File: config.mk
export PLATFORM = sky130hd
export DESIGN_NAME = isa_io_window
export DESIGN_NICKNAME = d
export VERILOG_FILES = /design/src/rtl/isa_win_pkg.sv /design/src/rtl/isa_bus_sampler.sv /design/src/rtl/isa_window_match.sv /design/src/rtl/isa_port_decoder.sv /design/src/rtl/isa_buffer_ctrl.sv /design/src/rtl/isa_out_reg.sv /design/src/rtl/isa_io_window.sv
export SDC_FILE = /design/constraint.sdc
export NUM_CORES = 1
export LEC_CHECK = 0
export BUFFER_PORTS_ARGS = -buffer_cell sky130_fd_sc_hd__buf_2
export CORE_UTILIZATION = 43
export CTS_CLUSTER_SIZE = 40
export DETAILED_ROUTE_END_ITERATION = 8
export PLACE_DENSITY = 0.85
export SLEW_MARGIN = 20
export SYNTH_ARGS = -nofsm -noshare
export SYNTH_HDL_FRONTEND = slang
export SYNTH_SLANG_ARGS = --single-unit
export TNS_END_PERCENT = 10
File: constraint.sdc
create_clock -name clk -period 2.15 [get_ports clk]
set_clock_uncertainty 0.15 [all_clocks]
set_input_delay 0.1075 -clock clk [delete_from_list [all_inputs] [get_ports clk]]
set_output_delay 0.1075 -clock clk [all_outputs]
set_load 0.02 [all_outputs]
File: src/rtl/isa_win_pkg.sv
package isa_win_pkg;

    localparam int ADDR_W    = 10;
    localparam int DATA_W    = 8;
    localparam int PORT_BITS = 5;
    localparam int NPORTS    = 1 << PORT_BITS;
    localparam int TAG_W     = ADDR_W - PORT_BITS;
    localparam int BANK_BITS = 4;

    typedef struct packed {
        logic [ADDR_W-1:0] addr;
        logic              aen;
        logic              rd_n;
        logic              wr_n;
        logic [DATA_W-1:0] data;
    } bus_smp_t;

    typedef enum logic [1:0] {
        XF_IDLE  = 2'd0,
        XF_READ  = 2'd1,
        XF_WRITE = 2'd2,
        XF_CLASH = 2'd3
    } xfer_t;

    function automatic bus_smp_t idle_sample();
        bus_smp_t s;
        s.addr = '0;
        s.aen  = 1'b1;
        s.rd_n = 1'b1;
        s.wr_n = 1'b1;
        s.data = '0;
        return s;
    endfunction

    function automatic xfer_t classify(input logic rd_n, input logic wr_n);
        case ({rd_n, wr_n})
            2'b01:   return XF_READ;
            2'b10:   return XF_WRITE;
            2'b00:   return XF_CLASH;
            default: return XF_IDLE;
        endcase
    endfunction

endpackage

File: src/rtl/isa_bus_sampler.sv
module isa_bus_sampler
    import isa_win_pkg::*;
(
    input  logic     clk,
    input  logic     rst,
    input  bus_smp_t d,
    output bus_smp_t q
);
    always_ff @(posedge clk) begin
        if (rst) q <= idle_sample();
        else     q <= d;
    end
endmodule

File: src/rtl/isa_window_match.sv
module isa_window_match
    import isa_win_pkg::*;
#(
    parameter logic [TAG_W-1:0] BASE_TAG = 5'b11000
) (
    input  logic [TAG_W-1:0] tag,
    input  logic             aen,
    output logic             match_n
);
    always_comb begin
        match_n = 1'b1;
        if (!aen && (tag == BASE_TAG)) match_n = 1'b0;
    end
endmodule

File: src/rtl/isa_port_decoder.sv
module isa_port_decoder
    import isa_win_pkg::*;
(
    input  logic                 en_n,
    input  logic [PORT_BITS-1:0] idx,
    output logic [NPORTS-1:0]    sel_n
);
    localparam int BANK_SIZE = 1 << BANK_BITS;
    localparam int NBANK     = NPORTS / BANK_SIZE;
    localparam int HI_W      = PORT_BITS - BANK_BITS;

    for (genvar b = 0; b < NBANK; b++) begin : g_bank
        logic bank_en;
        assign bank_en = !en_n && (idx[PORT_BITS-1:BANK_BITS] == HI_W'(b));
        for (genvar j = 0; j < BANK_SIZE; j++) begin : g_out
            assign sel_n[b*BANK_SIZE + j] =
                !(bank_en && (idx[BANK_BITS-1:0] == BANK_BITS'(j)));
        end
    end
endmodule

File: src/rtl/isa_buffer_ctrl.sv
module isa_buffer_ctrl
    import isa_win_pkg::*;
(
    input  logic match_n,
    input  logic rd_n,
    input  logic wr_n,
    input  logic split_sel_n,
    output logic wbuf_en_n,
    output logic rbuf_en_n,
    output logic rd_dir,
    output logic clash,
    output logic split_rd_n,
    output logic split_wr_n
);
    xfer_t kind;

    always_comb begin
        kind       = classify(rd_n, wr_n);
        wbuf_en_n  = 1'b1;
        rbuf_en_n  = 1'b1;
        clash      = 1'b0;
        split_rd_n = 1'b1;
        split_wr_n = 1'b1;
        if (!match_n) begin
            case (kind)
                XF_WRITE: begin
                    wbuf_en_n  = 1'b0;
                    split_wr_n = split_sel_n;
                end
                XF_READ: begin
                    rbuf_en_n  = 1'b0;
                    split_rd_n = split_sel_n;
                end
                XF_CLASH: clash = 1'b1;
                default: ;
            endcase
        end
        rd_dir = !rbuf_en_n;
    end
endmodule

File: src/rtl/isa_out_reg.sv
module isa_out_reg
    import isa_win_pkg::*;
(
    input  logic              clk,
    input  logic              rst,
    input  logic              cur_wr_n,
    input  logic              cur_rd_n,
    input  logic              next_wr_n,
    input  logic [DATA_W-1:0] cur_data,
    input  logic              port_sel_n,
    input  logic              rbuf_en_n,
    output logic [DATA_W-1:0] card_data,
    output logic [DATA_W-1:0] sys_data_out,
    output logic              sys_data_oe
);
    logic capture;

    assign capture = !cur_wr_n && next_wr_n && cur_rd_n && !port_sel_n;

    always_ff @(posedge clk) begin
        if (rst)          card_data <= '0;
        else if (capture) card_data <= cur_data;
    end

    always_comb begin
        sys_data_oe  = !rbuf_en_n && !port_sel_n;
        sys_data_out = sys_data_oe ? card_data : '0;
    end
endmodule

File: src/rtl/isa_io_window.sv
module isa_io_window
    import isa_win_pkg::*;
#(
    parameter logic [TAG_W-1:0] BASE_TAG   = 5'b11000,
    parameter int               DATA_PORT  = 22,
    parameter int               SPLIT_PORT = 22
) (
    input  logic              clk,
    input  logic              rst,
    input  logic [ADDR_W-1:0] bus_addr,
    input  logic              bus_aen,
    input  logic              bus_rd_n,
    input  logic              bus_wr_n,
    input  logic [DATA_W-1:0] bus_data,
    output logic [NPORTS-1:0] port_sel_n,
    output logic              wbuf_en_n,
    output logic              rbuf_en_n,
    output logic              rd_dir,
    output logic              strobe_clash,
    output logic              split_rd_n,
    output logic              split_wr_n,
    output logic [DATA_W-1:0] card_data,
    output logic [DATA_W-1:0] sys_data_out,
    output logic              sys_data_oe
);
    bus_smp_t in_s, cur_s;
    logic     match_n;

    always_comb begin
        in_s.addr = bus_addr;
        in_s.aen  = bus_aen;
        in_s.rd_n = bus_rd_n;
        in_s.wr_n = bus_wr_n;
        in_s.data = bus_data;
    end

    isa_bus_sampler u_smp (
        .clk (clk),
        .rst (rst),
        .d   (in_s),
        .q   (cur_s)
    );

    isa_window_match #(.BASE_TAG(BASE_TAG)) u_win (
        .tag     (cur_s.addr[ADDR_W-1:PORT_BITS]),
        .aen     (cur_s.aen),
        .match_n (match_n)
    );

    isa_port_decoder u_dec (
        .en_n  (match_n),
        .idx   (cur_s.addr[PORT_BITS-1:0]),
        .sel_n (port_sel_n)
    );

    isa_buffer_ctrl u_buf (
        .match_n     (match_n),
        .rd_n        (cur_s.rd_n),
        .wr_n        (cur_s.wr_n),
        .split_sel_n (port_sel_n[SPLIT_PORT]),
        .wbuf_en_n   (wbuf_en_n),
        .rbuf_en_n   (rbuf_en_n),
        .rd_dir      (rd_dir),
        .clash       (strobe_clash),
        .split_rd_n  (split_rd_n),
        .split_wr_n  (split_wr_n)
    );

    isa_out_reg u_oreg (
        .clk          (clk),
        .rst          (rst),
        .cur_wr_n     (cur_s.wr_n),
        .cur_rd_n     (cur_s.rd_n),
        .next_wr_n    (bus_wr_n),
        .cur_data     (cur_s.data),
        .port_sel_n   (port_sel_n[DATA_PORT]),
        .rbuf_en_n    (rbuf_en_n),
        .card_data    (card_data),
        .sys_data_out (sys_data_out),
        .sys_data_oe  (sys_data_oe)
    );
endmodule

==> metrics.cfg <==
[run_status]
status=finished, violations left
violations=DRC

[floorplan]
io_pins=78
initial_core_util=0.467
fp.dieH_um=57.4
num_rows=19
core_um2=2830
fp.dieW_um=57.4
dieArea_um2=3300

[worst_hold_path]
holdCritPathClass=primary input to register

[setup_path]
critical_path_arrival_ns=1.77
critPathMaxFanout=8
ff2ff_setup_slack_ns=0.36
cp.required_ns=1.89
path_class=register to output pin
end_kind=output pin
cp-start-kind=register

[cts]
cts_tree=built
clock_path_buffers=2
cts_buffers=5
clk_latency_ns=0.32
cts-root-buf=clkbuf_4
clkSinkCount=29
h-tree-depth=2
path_clk_slew_ns=0.09

[finish]
diodes=0
multi_input_area_um2=704
nNetsFinal=280
ff_latch_area_um2=581
drive_above_1_share=0.397
final_area_um2=2060
num-fill-cells=226
area_growth_pct=56.0

[place]
gp_congestion=0.765
dp_hpwl_mm=2.26
post_dp_cell_area_um2=1750
io_buffers=77
pre_cts_ws_ns=0.367

[synth]
synth_cell_types=23
syn_inst=155
syn-num-nets=178
synth-seq-cells=29
netlist_area_um2=1320
synth_top_area_frac=0.440
ys_warn_count=0
syn_area_per_cell_um2=8.52
synth_area_leader_cell=dfxtp_1
synthTopCellsByArea=dfxtp_1, nand2_1, nor2b_1
seq_area_frac_synth=0.440

[detailed_routing]
ant_nets=0
via_per_inst=4.75
post_drt_wl_per_cell_um=11.6
first_iter_violations=47
wirelength_mm=3.34
dr.pass1.iters=6
post-route-drc-count=3
vias=1368

[timing]
period_minus_slack_ns=2.03
tightest_slew_ns=0.525
finalCritPeriodShare=0.945
fmax_mhz=492
finalSetupViolCount=0
worst_slack_ns=0.118
finalSetupTns_ns=0
hold_viol=0
maxSlewHeadroom=0.649
slew_violations=0

[power]
power.density_nw_per_um2=526
peakVddDrop_v=0.000473
p_leak_nw=0.893

[grt]
track_usage=0.207
grt_start_max_net_pins=38
grt_pass1_wl_mm=5.11
antenna_found_initial=0
grt.overflow.total=0
grt_pass1_vias=1176

[flow_run]
max_cap_viol_count=0

-- cell families (layout without fill, tap and decap cells) --
family,Yosys count,after routing,share of synthesized area
AND/OR/NAND/NOR,105,105,0.460
flip-flops,29,29,0.440
buffers and inverters,13,115,0.0398
multiplexers,8,8,0.0607
-- repair_timing --
| item | in CTS | in global routing |
|---|---|---|
| hold endpoints to repair | 21 | 0 |
| hold buffers | 21 | 0 |
| gates resized for setup | 0 | 4 |
| buffers inserted | 0 | 1 |
| setup endpoints to repair | 0 | 8 |
-- area by class of cell --
type	instances	share of cell area
well taps	31	0.0188
clock inverters	2	0.0170
inverters	2	0.00365
repair buffers	106	0.318
flip-flops and latches	29	0.282
clock buffers	5	0.0182
multi-input cells	113	0.342
-- metrics by stage --
step | cells | total power, W | hold WS (ns) | utilization
6_report | 288 | 0.00108 | 0.0943 | 0.728
3_5_place_dp | 259 | 0.000654 | 0.145 | 0.619
5_1_grt | 288 | 0.00113 | 0.120 | 0.728
2_1_floorplan | 155 | 0.000627 | 0.0613 | -
3_3_place_gp | 259 | 0.000652 | 0.141 | 0.619
4_1_cts | 287 | 0.00108 | 0.0829 | 0.719
-- report_power, final --
part	leakage [nW]	total (W)	switching [W]	internal, W
clock network	0.0410	0.000409	0.000172	0.000236
registers	0.240	0.000572	0.0000146	0.000558
logic	0.613	0.000102	0.0000381	0.0000641
-- path summary, 6_finish.rpt --
check | start | to | depth (start not counted)
setup / recovery | u_smp.q[10] | port_sel_n[2] | 6
hold / removal | rst | u_smp.q[17] | 2
setup reg to reg | u_smp.q[15] | u_oreg.card_data[5] | 4
hold reg to reg | u_smp.q[6] | u_oreg.card_data[6] | 2
-- critical path, cell delays in order, from the launching register on --
cell,delay [ns]
dfxtp_1,0.30
nand4bb_1,0.25
buf_4,0.22
nor4_2,0.25
buf_4,0.21
nand2_1,0.05
buf_2,0.18
-- cell usage after synthesis --
library cell	number
and3b_1	2
buf_4	1
nor4b_1	1
nor3_1	2
inv_1	2
nand2b_1	16
and3_1	10
nor4_1	2
mux2i_1	8
clkbuf_1	10
or4b_1	1
nand4bb_1	1
nor2b_1	18
nor4_4	1
nor3b_1	3
or2_2	4
dfxtp_1	29
nor2_1	3
and2_1	1
nand2_1	35
nand3b_1	3
nor4_2	1
nand4b_1	1
-- sequential cells by signal, indices dropped and copies added (netlist names) --
| name | flops |
|---|---|
| u_smp.q | 21 |
| u_oreg.card_data | 8 |
-- layer usage --
layer  track usage  vias to the layer above  wire [um]
li1              -                      703          -
met4        0.0662                        0         30
met5             0                        -          0
met3        0.0567                        5        135
met1         0.216                      625       1400
met2         0.394                       35       1770
-- cells in the final DEF, fill, tap and decap left out, types with 2 or more instances in the layout --
| master | count |
|---|---|
| nand2b_1 | 16 |
| buf_4 | 8 |
| nor3b_1 | 3 |
| and3b_1 | 2 |
| mux2i_1 | 8 |
| nand2_1 | 35 |
| clkbuf_4 | 5 |
| nor4_2 | 2 |
| nor3_1 | 2 |
| and3_1 | 9 |
| dlygate4sd3_1 | 21 |
| nor2b_1 | 18 |
| nand3b_1 | 3 |
| inv_1 | 2 |
| dfxtp_1 | 29 |
| nor2_1 | 3 |
| or2_2 | 4 |
| buf_2 | 77 |
Note: power is estimated with default switching activity, not from simulation.
